## src/rtl/fir_fold_pkg.sv

```systemverilog
package fir_fold_pkg;

  typedef enum logic [1:0] {
    SQ_IDLE  = 2'd0,
    SQ_RUN   = 2'd1,
    SQ_DRAIN = 2'd2
  } sq_state_e;

  // weight shared by tap idx and its mirror tap
  function automatic int pair_weight(input int idx, input int step);
    return step * (idx + 1);
  endfunction

endpackage

```

## src/rtl/fir_sample_mem.sv

```systemverilog
module fir_sample_mem #(
  parameter int DATA_W = 16,
  parameter int DEPTH  = 24,
  parameter int AW     = 5,
  parameter int KW     = 4
) (
  input  logic                     clk,
  input  logic                     rst_n,
  input  logic                     en,
  input  logic                     wr,
  input  logic signed [DATA_W-1:0] wdata,
  input  logic [KW-1:0]            pair,
  output logic signed [DATA_W-1:0] near_q,
  output logic signed [DATA_W-1:0] far_q
);

  logic signed [DATA_W-1:0] cells [DEPTH];
  logic [AW-1:0] wptr;
  logic [AW-1:0] near_a;
  logic [AW-1:0] far_a;

  always_ff @(posedge clk or negedge rst_n) begin
    if (!rst_n) begin
      wptr <= '0;
      for (int i = 0; i < DEPTH; i++) cells[i] <= '0;
    end else if (en && wr) begin
      cells[wptr] <= wdata;
      wptr <= (wptr == AW'(DEPTH - 1)) ? '0 : wptr + 1'b1;
    end
  end

  // newest sample sits at wptr-1; the mirror of pair k is wptr+k
  always_comb begin
    near_a = AW'((int'(wptr) + DEPTH - 1 - int'(pair)) % DEPTH);
    far_a  = AW'((int'(wptr) + int'(pair)) % DEPTH);
    near_q = cells[near_a];
    far_q  = cells[far_a];
  end

  AST_WPTR_MOVES: assert property (@(posedge clk) disable iff (!rst_n)
    (en && wr) |=> (wptr != $past(wptr)));

  AST_WPTR_STILL: assert property (@(posedge clk) disable iff (!rst_n)
    !(en && wr) |=> $stable(wptr));

endmodule

```

## src/rtl/fir_preadd_mac.sv

```systemverilog
module fir_preadd_mac #(
  parameter int DATA_W = 16,
  parameter int COEF_W = 16,
  parameter int ACC_W  = 38
) (
  input  logic                     clk,
  input  logic                     rst_n,
  input  logic                     en,
  input  logic                     step,
  input  logic                     first,
  input  logic signed [DATA_W-1:0] a,
  input  logic signed [DATA_W-1:0] b,
  input  logic signed [COEF_W-1:0] coef,
  output logic signed [ACC_W-1:0]  acc_q
);

  localparam int PW = DATA_W + 1 + COEF_W;

  logic signed [DATA_W:0]    pre;
  logic signed [PW-1:0]      prod;
  logic signed [ACC_W-1:0]   prod_x;

  always_comb begin
    pre    = {a[DATA_W-1], a} + {b[DATA_W-1], b};
    prod   = pre * coef;
    prod_x = {{(ACC_W - PW){prod[PW-1]}}, prod};
  end

  // first pair overwrites, later pairs add: no separate clear cycle
  always_ff @(posedge clk or negedge rst_n) begin
    if (!rst_n)             acc_q <= '0;
    else if (en && step)    acc_q <= first ? prod_x : acc_q + prod_x;
  end

  AST_ACC_HOLD: assert property (@(posedge clk) disable iff (!rst_n)
    !(en && step) |=> $stable(acc_q));

endmodule

```

## src/rtl/fir_seq.sv

```systemverilog
module fir_seq
  import fir_fold_pkg::*;
#(
  parameter int HALF = 12,
  parameter int KW   = 4
) (
  input  logic          clk,
  input  logic          rst_n,
  input  logic          en,
  input  logic          start,
  output logic [KW-1:0] pair,
  output logic          step,
  output logic          first,
  output logic          load,
  output logic          idle
);

  sq_state_e state;

  always_ff @(posedge clk or negedge rst_n) begin
    if (!rst_n) begin
      state <= SQ_IDLE;
      pair  <= '0;
    end else if (en) begin
      unique case (state)
        SQ_IDLE: if (start) begin
          state <= SQ_RUN;
          pair  <= '0;
        end
        SQ_RUN: begin
          if (pair == KW'(HALF - 1)) state <= SQ_DRAIN;
          else                       pair  <= pair + 1'b1;
        end
        SQ_DRAIN: state <= SQ_IDLE;
        default:  state <= SQ_IDLE;
      endcase
    end
  end

  always_comb begin
    idle  = (state == SQ_IDLE);
    step  = (state == SQ_RUN);
    first = (pair == '0);
    load  = en && (state == SQ_DRAIN);
  end

  AST_LAST_TO_DRAIN: assert property (@(posedge clk) disable iff (!rst_n)
    (en && state == SQ_RUN && pair == KW'(HALF - 1)) |=> (state == SQ_DRAIN));

  AST_FREEZE: assert property (@(posedge clk) disable iff (!rst_n)
    !en |=> ($stable(state) && $stable(pair)));

endmodule

```

## src/rtl/fir_out_stage.sv

```systemverilog
module fir_out_stage #(
  parameter int ACC_W  = 38,
  parameter int DATA_W = 16,
  parameter int FRAC   = 15,
  parameter bit SM_IO  = 1'b0
) (
  input  logic                    clk,
  input  logic                    rst_n,
  input  logic                    load,
  input  logic signed [ACC_W-1:0] acc,
  input  logic                    out_ready,
  output logic                    out_valid,
  output logic [DATA_W-1:0]       out_data
);

  localparam logic signed [ACC_W-1:0] HI_A = ACC_W'((longint'(1) << (DATA_W - 1)) - 1);
  localparam logic signed [ACC_W-1:0] LO_A = SM_IO ? -HI_A : -HI_A - 1;
  localparam logic signed [ACC_W-1:0] HALF_LSB = ACC_W'(longint'(1) << (FRAC - 1));

  logic signed [ACC_W-1:0]  rnd;
  logic signed [ACC_W-1:0]  shifted;
  logic signed [DATA_W-1:0] sat;
  logic [DATA_W-1:0]        enc;

  always_comb begin
    rnd     = acc + HALF_LSB;
    shifted = rnd >>> FRAC;
    if (shifted > HI_A)      sat = HI_A[DATA_W-1:0];
    else if (shifted < LO_A) sat = LO_A[DATA_W-1:0];
    else                     sat = shifted[DATA_W-1:0];
  end

  generate
    if (SM_IO) begin : g_sm_out
      logic signed [DATA_W-1:0] mag;
      always_comb begin
        mag = -sat;
        enc = sat[DATA_W-1] ? {1'b1, mag[DATA_W-2:0]} : sat;
      end
      AST_SM_NO_NEGZERO: assert property (@(posedge clk) disable iff (!rst_n)
        out_valid |-> (out_data != {1'b1, {(DATA_W-1){1'b0}}}));
    end else begin : g_tc_out
      always_comb enc = sat;
    end
  endgenerate

  always_ff @(posedge clk or negedge rst_n) begin
    if (!rst_n) begin
      out_valid <= 1'b0;
      out_data  <= '0;
    end else if (load) begin
      out_valid <= 1'b1;
      out_data  <= enc;
    end else if (out_ready) begin
      out_valid <= 1'b0;
    end
  end

  AST_OUT_HOLD: assert property (@(posedge clk) disable iff (!rst_n)
    (out_valid && !out_ready) |=> (out_valid && $stable(out_data)));

  AST_OUT_DRAIN: assert property (@(posedge clk) disable iff (!rst_n)
    (out_valid && out_ready && !load) |=> !out_valid);

endmodule

```

## src/rtl/fir_fold_sym.sv

```systemverilog
module fir_fold_sym
  import fir_fold_pkg::*;
#(
  parameter int DATA_W    = 16,
  parameter int TAPS      = 24,
  parameter int COEF_W    = 16,
  parameter int COEF_STEP = 256,
  parameter int FRAC      = 15,
  parameter bit SM_IO     = 1'b0
) (
  input  logic              clk,
  input  logic              rst_n,
  input  logic              en,
  input  logic              in_valid,
  output logic              in_ready,
  input  logic [DATA_W-1:0] in_data,
  output logic              out_valid,
  input  logic              out_ready,
  output logic [DATA_W-1:0] out_data
);

  localparam int HALF  = TAPS / 2;
  localparam int AW    = (TAPS > 1) ? $clog2(TAPS) : 1;
  localparam int KW    = (HALF > 1) ? $clog2(HALF) : 1;
  localparam int ACC_W = DATA_W + COEF_W + 1 + KW + 1;

  logic                     accept;
  logic                     idle;
  logic                     step;
  logic                     first;
  logic                     load;
  logic [KW-1:0]            pair;
  logic signed [DATA_W-1:0] x_tc;
  logic signed [DATA_W-1:0] near_s;
  logic signed [DATA_W-1:0] far_s;
  logic signed [COEF_W-1:0] coef;
  logic signed [ACC_W-1:0]  acc;

  generate
    if (SM_IO) begin : g_sm_in
      logic [DATA_W-2:0] mag;
      always_comb begin
        mag  = in_data[DATA_W-2:0];
        x_tc = in_data[DATA_W-1] ? -$signed({1'b0, mag}) : $signed({1'b0, mag});
      end
    end else begin : g_tc_in
      always_comb x_tc = in_data;
    end
  endgenerate

  always_comb begin
    in_ready = en && idle && !out_valid;
    accept   = in_valid && in_ready;
    coef     = COEF_W'(pair_weight(int'(pair), COEF_STEP));
  end

  fir_seq #(.HALF(HALF), .KW(KW)) u_seq (
    .clk(clk), .rst_n(rst_n), .en(en), .start(accept),
    .pair(pair), .step(step), .first(first), .load(load), .idle(idle)
  );

  fir_sample_mem #(.DATA_W(DATA_W), .DEPTH(TAPS), .AW(AW), .KW(KW)) u_mem (
    .clk(clk), .rst_n(rst_n), .en(en), .wr(accept), .wdata(x_tc),
    .pair(pair), .near_q(near_s), .far_q(far_s)
  );

  fir_preadd_mac #(.DATA_W(DATA_W), .COEF_W(COEF_W), .ACC_W(ACC_W)) u_mac (
    .clk(clk), .rst_n(rst_n), .en(en), .step(step), .first(first),
    .a(near_s), .b(far_s), .coef(coef), .acc_q(acc)
  );

  fir_out_stage #(.ACC_W(ACC_W), .DATA_W(DATA_W), .FRAC(FRAC), .SM_IO(SM_IO)) u_out (
    .clk(clk), .rst_n(rst_n), .load(load), .acc(acc),
    .out_ready(out_ready), .out_valid(out_valid), .out_data(out_data)
  );

  AST_ONE_IN_FLIGHT: assert property (@(posedge clk) disable iff (!rst_n)
    (in_valid && in_ready) |=> !in_ready);

  AST_BUSY_NO_READY: assert property (@(posedge clk) disable iff (!rst_n)
    out_valid |-> !in_ready);

endmodule

```

## config.mk

```make
export PLATFORM = sky130hd
export DESIGN_NAME = fir_fold_sym
export DESIGN_NICKNAME = d
export VERILOG_FILES = /design/src/rtl/fir_fold_pkg.sv /design/src/rtl/fir_sample_mem.sv /design/src/rtl/fir_preadd_mac.sv /design/src/rtl/fir_seq.sv /design/src/rtl/fir_out_stage.sv /design/src/rtl/fir_fold_sym.sv
export SDC_FILE = /design/constraint.sdc
export NUM_CORES = 1
export LEC_CHECK = 0
export BUFFER_PORTS_ARGS = -buffer_cell sky130_fd_sc_hd__clkbuf_2
export CAP_MARGIN = 5
export CELL_PAD_IN_SITES_DETAIL_PLACEMENT = 0
export CELL_PAD_IN_SITES_GLOBAL_PLACEMENT = 2
export CORE_ASPECT_RATIO = 0.75
export CORE_MARGIN = 1.5
export CORE_UTILIZATION = 46
export CTS_BUF_LIST = sky130_fd_sc_hd__clkbuf_8 sky130_fd_sc_hd__clkbuf_16
export DETAILED_ROUTE_END_ITERATION = 8
export PLACE_DENSITY_LB_ADDON = 0.1
export SLEW_MARGIN = 10
export SYNTH_ARGS = -nofsm -noshare
export SYNTH_HDL_FRONTEND = slang
export SYNTH_SLANG_ARGS = --single-unit
export TNS_END_PERCENT = 30
```

## constraint.sdc

```tcl
create_clock -name clk -period 14.85 [get_ports clk]
set_clock_uncertainty 0.1 [all_clocks]
set_input_delay 0 -clock clk [delete_from_list [all_inputs] [get_ports clk]]
set_output_delay 0 -clock clk [all_outputs]
set_load 0.05 [all_outputs]
```

## Word-level counts from Yosys, hierarchy flattened

Cells that the tools add are included.

| operators by class | value |
|---|---|
| muxes and demuxes | 21 |
| divide/modulo/power cells | 2 |
| bitwise operators | 3 |
| add/sub/neg operators | 10 |
| $mul | 1 |
| reductions and logical operators | 14 |
| $lt $le $gt $ge | 6 |
| equal/unequal tests | 7 |

Operators by type and width:

| operator | count |
|---|---|
| $bwmux W384 | 1 |
| $bmux W16 S5 | 2 |
| $mux W16 | 7 |
| $demux W16 S5 | 1 |
| $mod A32 B6 Y32 const B | 2 |
| $add A38 B16 Y38 const B | 1 |
| $add A38 B31 Y38 | 1 |
| $mux W38 | 1 |
| $sub A32 B2 Y32 const B | 1 |
| $sub A32 B5 Y32 | 1 |
| $gt A23 B16 Y1 const B | 1 |
| $lt A23 B16 Y1 const B | 1 |
| $mul A17 B6 Y23 | 1 |
| $ge A6 B6 Y1 const B | 3 |
| $not A5 Y6 | 3 |
| $add A16 B16 Y17 | 1 |
| $mux W4 | 2 |
| $pmux W4 S2 | 1 |
| $logic_and A1 B1 Y1 | 7 |
| $add A5 B4 Y6 | 1 |
| $add A5 B5 Y6 const B | 1 |
| $lt A6 B1 Y1 const B | 1 |
| $add A4 B1 Y5 const B | 1 |
| $add A5 B1 Y5 const B | 1 |
| other kinds (17) | 21 |

| storage, ports and cells | value |
|---|---|
| output and inout bits | 18 |
| bits of input ports | 21 |
| word-level logic and storage cells | 94 |
| bits in registers | 450 |

## Depth between registers and ports, before layout

| logic depth | value |
|---|---|
| depth in word-level cells | 12 |
| gate-level depth with buffers | 57 |
| depth with buffers taken out | 53 |

## Modules after synthesis

Synthesis repeated with hierarchy kept, for this count alone.

| second synthesis, totals | value |
|---|---|
| cells, all modules | 3481 |
| area, all modules | 38765.9 µm² |

By module, submodules not included:

| module | cells an instance | area each (µm²) | instances | sequential area each (µm²) |
|---|---|---|---|---|
| fir_sample_mem | 1499 | 21919.8 | 1 | 9734.3 |
| fir_preadd_mac | 1752 | 14930.6 | 1 | 950.9 |
| fir_out_stage | 183 | 1456.4 | 1 | 425.4 |
| fir_seq | 37 | 394.1 | 1 | 150.1 |
| fir_fold_sym | 10 | 65.1 | 1 | 0.0 |

## Worst setup path after synthesis

Ideal clock, no wire load.

| timing path | value |
|---|---|
| path type | reg-to-reg |
| from | register u_seq.pair[0] |
| to | register u_mac.acc_q[33] |
| setup time | 0.083 ns |
| required time | 14.667 ns |
| path buffers | 6 |
| period minus slack after synthesis | 12.039 ns |
| cell stages (with the launch flop) | 56 |
| path slack | 2.811 ns |
| arrival time | 11.856 ns |
| cells stage by stage | dfrtp_1 -> inv_1 -> clkbuf_1 -> ha_1 -> clkbuf_1 -> clkbuf_1 -> clkbuf_1 -> inv_1 -> ha_1 -> nor3b_1 -> mux2_2 -> or4_1 -> and4_1 -> a32oi_1 -> a21boi_2 -> buf_2 -> mux2i_1 -> mux2i_1 -> [20 not listed] -> nor4_1 -> o2111ai_1 -> a21oi_1 -> a22oi_1 -> nand3_1 -> a21oi_1 -> xnor2_1 -> ha_1 -> clkbuf_1 -> a21o_1 -> a21oi_1 -> nand4_1 -> a21oi_1 -> nor2_1 -> a21oi_1 -> xnor2_1 -> a21oi_1 -> o21ai_0 |

| on the way | value |
|---|---|
| word-level cells in the longest chain between the ends | 10 |
| elaborated cells on any way between the ends | 18 |
| those cells by class | add/sub (5); mul (1); div (2); mux (7); bitwise (2); reduce/logical (1) |

Ends and longest elaborated chain:

| item | RTL line | source |
|---|---|---|
| start, declared | fir_seq.sv:11 | `output logic [KW-1:0] pair,` |
| start signal, assigned | fir_seq.sv:32 | `else pair <= pair + 1'b1;` |
| $sub A32 B5 Y32 or $add A5 B4 Y6 (tied branches) | fir_sample_mem.sv:34, fir_sample_mem.sv:35 |  |
| $mod A32 B6 Y32, on equally long branches | fir_sample_mem.sv:34, fir_sample_mem.sv:35 |  |
| $not A5 Y6, on equally long branches | fir_sample_mem.sv:36, fir_sample_mem.sv:37 |  |
| $bmux W16 S5, on equally long branches | fir_sample_mem.sv:36, fir_sample_mem.sv:37 |  |
| $mux W16, on equally long branches (2 in series) | fir_sample_mem.sv:36, fir_sample_mem.sv:37 |  |
| $add A16 B16 Y17 | fir_preadd_mac.sv:24 | `pre = {a[DATA_W-1], a} + {b[DATA_W-1], b};` |
| $mul A17 B6 Y23 | fir_preadd_mac.sv:25 | `prod = pre * coef;` |
| $add A38 B31 Y38 | fir_preadd_mac.sv:32 | `else if (en && step) acc_q <= first ? prod_x : acc_q + prod_x;` |
| $mux W38 (*) | fir_preadd_mac.sv:32 |  |
| end signal, assigned | fir_preadd_mac.sv:32 |  |
| end, declared | fir_preadd_mac.sv:14 | `output logic signed [ACC_W-1:0] acc_q` |

Every way passes the cells marked *; elsewhere a longest branch is shown, timed or not. The select of a mux whose other input is x is not followed.
A chain may end at the register's enable or synchronous reset.

## Worst setup path after layout

| timing path | value |
|---|---|
| from | register u_seq.pair[0] |
| to | register u_mac.acc_q[35] |

Same word-level chain as after synthesis.

==> results by group <==
Floorplan
  – Full die area: 65840 sq um
  – IO Pins: 39
  – Core area: 63560 sq um
  – DIE HEIGHT: 222.6 um
  – Die X: 295.8 um
  – Initial cell density of the core: 0.4653
  – Placement Rows: 80

GRT
  – Initial antenna violation count: 1
  – First-pass GRT wire length: 129.8 mm
  – Vias in the first global route: 20500
  – Largest net degree at the start of global routing: 166
  – GRT Total Usage: 0.2619
  – Remaining global-route overflow: 0

Yosys
  – Post-synth EDFFs: 0
  – Ys Warns: 0
  – Net Count, Synth: 2615
  – Top cells by area, synth: dfrtp_1, mux4_2, mux2_2
  – Synthesized flop and latch total: 442
  – Most frequent cell after synthesis: dfrtp_1
  – Top FF cell, synth: dfrtp_1
  – Synth top area share: 0.3740
  – Post-Syn Area per Cell: 12.20 sq um
  – Synth cell types: 74
  – Post-Syn Instances: 2425
  – Syn Std Cell Area: 29570 sq um
  – Async SR Flop Fraction: 1.000
  – Seq/Total Area, Yosys: 0.3740
  – Synth cell count leaders: dfrtp_1, mux2_2, mux4_2
  – Post-synth top area cell: dfrtp_1

CTS
  – Sinks on Clock Net: 442
  – Clock transition at path regs: 0.06 ns
  – Clock buffer depth: 3
  – Worst-skew pair later-pin latency: 0.61 ns
  – CTS Buf Count: 48
  – TritonCTS clock tree: done
  – Max H-tree Level: 2
  – CTS root buf: clkbuf_16

Hold path
  – Hold/Removal Path Class: input port to register

Setup path
  – Worst Reg-to-Reg Cells: 47
  – WP data required: 15.22 ns
  – Reg2reg start: u_seq.pair[0]$_DFFE_PN0P_
  – Reg-to-Reg End: u_mac.acc_q[35]$_DFFE_PN0P_
  – Crit-path most repeated cell: fa_1
  – Crit path max fanout: 23
  – CP Class: register to register
  – CP startpoint: u_seq.pair[0]$_DFFE_PN0P_
  – Max incr delay on CP: 0.77 ns
  – Reg2reg setup slack: 1.01 ns
  – Worst setup EP type: register
  – Arr. time, crit path: 14.22 ns
  – End of the critical path: u_mac.acc_q[35]$_DFFE_PN0P_
  – Startpoint types: register
  – Crit path max-delay cell type: dfrtp_1

Detailed routing
  – Top Layer Used: met4
  – Via/cell ratio: 6.119
  – DR vias: 20300
  – Met2 WL: 35.24 mm
  – Metal-1 WL: 41.49 mm
  – Routed len/inst: 25.32 um
  – Drt first pass iters: 5
  – Detailed Route WL: 83.99 mm
  – DRT iter0 DRCs: 1602
  – Post-route ant nets: 0
  – Wire length on met3: 5.385 mm
  – DRC violations left: 0

Placement
  – Dpl hpwl: 55.30 mm
  – IO Port Bufs: 38
  – Inst Count DP: 3210
  – Final GP Congestion: 0.8179

Run status
  – Outcome: finished, final reports clean

Timing
  – Final period util: 0.9323
  – Hold Fails Final Rpt: 0
  – Pins Over Slew Limit: 0
  – Final setup viols: 0
  – Setup TNS: 0 ns
  – Headroom to the max-slew limit: 0.2498
  – Worst slew pin tran: 1.117 ns
  – F_max: 0.07223 GHz
  – RSZ-0062 raised after global routing: no
  – Tmin final: 13.84 ns

Finish
  – # diodes: 0
  – Share of cells above drive strength 1: 0.3314
  – Non-Filler Instances: 3317
  – Layout area overhead: 10.20%
  – Final #Nets: 2611
  – FILL cells: 5525

Flow run
  – Max-Cap Viols: 0
[worst min path at each step]
stage                         start                          end  slack [ns]  cells past startpoint
after floorplan               rst_n  u_mac.acc_q[10]$_DFFE_PN0P_       -0.40                      0
after global placement        rst_n  u_mem.cells[20]$_DFFE_PN0P_       -0.07                      1
after detailed placement      rst_n  u_mem.cells[36]$_DFFE_PN0P_       -0.06                      1
after CTS                 out_ready  u_out.out_valid$_DFFE_PN0P_      0.0005                      3
after global routing      out_ready  u_out.out_valid$_DFFE_PN0P_        0.05                      3
final                     out_ready  u_out.out_valid$_DFFE_PN0P_        0.03                      3
[critical path, delay by kind of cell, from the launching register on]
kind | cells | cell delay (ns)
multiplexers | 1 | 0.47
AO/OA/AOI/OAI | 20 | 4.78
flip-flops | 1 | 0.77
buffers and inverters | 5 | 1.19
adder cells (fa/ha/maj) | 9 | 3.71
XOR/XNOR | 3 | 0.64
AND/OR/NAND/NOR | 9 | 2.04
[layout by cell type, fill, tap and decap left out, types with 12 or more instances in the layout]
cell           synthesis  layout
fa_1                  53      52
nand2b_1              13      13
clkbuf_2               0      37
mux2_2               400     400
mux4_2               208     208
xor2_1                38      37
a211oi_1              12      12
nand2_1              109     105
a31oi_1               12      12
nand4_1               19      19
o21a_1                17      17
o21ai_0               92      92
clkbuf_16              0      48
nor2_1               127     127
nand3_1               43      42
a21oi_1               84      81
nor3_1                31      30
dlygate4sd3_1          0      20
ha_1                 116     115
inv_1                123     129
a21o_1                39      39
mux2i_1               85      85
xnor2_1               48      47
dfrtp_1              442     442
nor2b_1               15      15
clkbuf_8               0      14
buf_4                  2      46
[area by class of cell]
type	instances	area, sq um	area share
clock buffers	62	1394	0.04277
clock inverters	23	209.0	0.006411
inverters	124	465.4	0.01428
multi-input cells	1696	17540	0.5382
flip-flops and latches	442	11060	0.3394
well taps	861	1077	0.03306
repair buffers	109	844.6	0.02591
[state kept, by name (all words and copies together) (netlist names)]
name and flops:
u_mac.acc_q 30, u_mem.cells 384, u_mem.wptr 5, u_out.out_data 16, u_out.out_valid 1, u_seq.pair 4, u_seq.state 2
[logic make-up (layout without fill, tap and decap cells)]
logic type	count (synthesis)	in the layout	synth area share
DFF	442	442	0.3740
and+or+nand+nor	413	413	0.06558
muxes	693	693	0.3395
xor gates and xnor gates	87	87	0.02602
buffers and inverters	287	318	0.03719
AOI/OAI and AO/OA	333	333	0.07243
adders and majority gates	170	170	0.08529
[repair_timing]
item / 4_1_cts / 5_1_grt
buffers inserted: 0 / 1
endpoints found under the hold margin: 472 / 0
hold buffers: 21 / 0
gates resized for setup: 0 / 5
setup endpoints to repair: 0 / 8
[per-layer routing]
layer,up-vias,track usage
met5,-,0
met3,101,0.05322
li1,8974,-
met2,517,0.3672
met1,10710,0.4122
met4,0,0.06104
[stage by stage]
stage                     worst slack, ns  utilization  area, sq um  hold WS, ns
after detailed placement           0.7352       0.4832        30710     -0.06466
after global placement              1.121       0.4832        30710     -0.07381
final                               1.005       0.5127        32590      0.03142
after global routing              0.07395       0.5127        32590      0.04792
after floorplan                     2.811            -        29570      -0.3956
after CTS                          0.6619       0.5120        32540    0.0004750
Power is left out: the tool's default activity adds up to more than one toggle a clock period on the data nets, which glitch-free logic cannot reach.
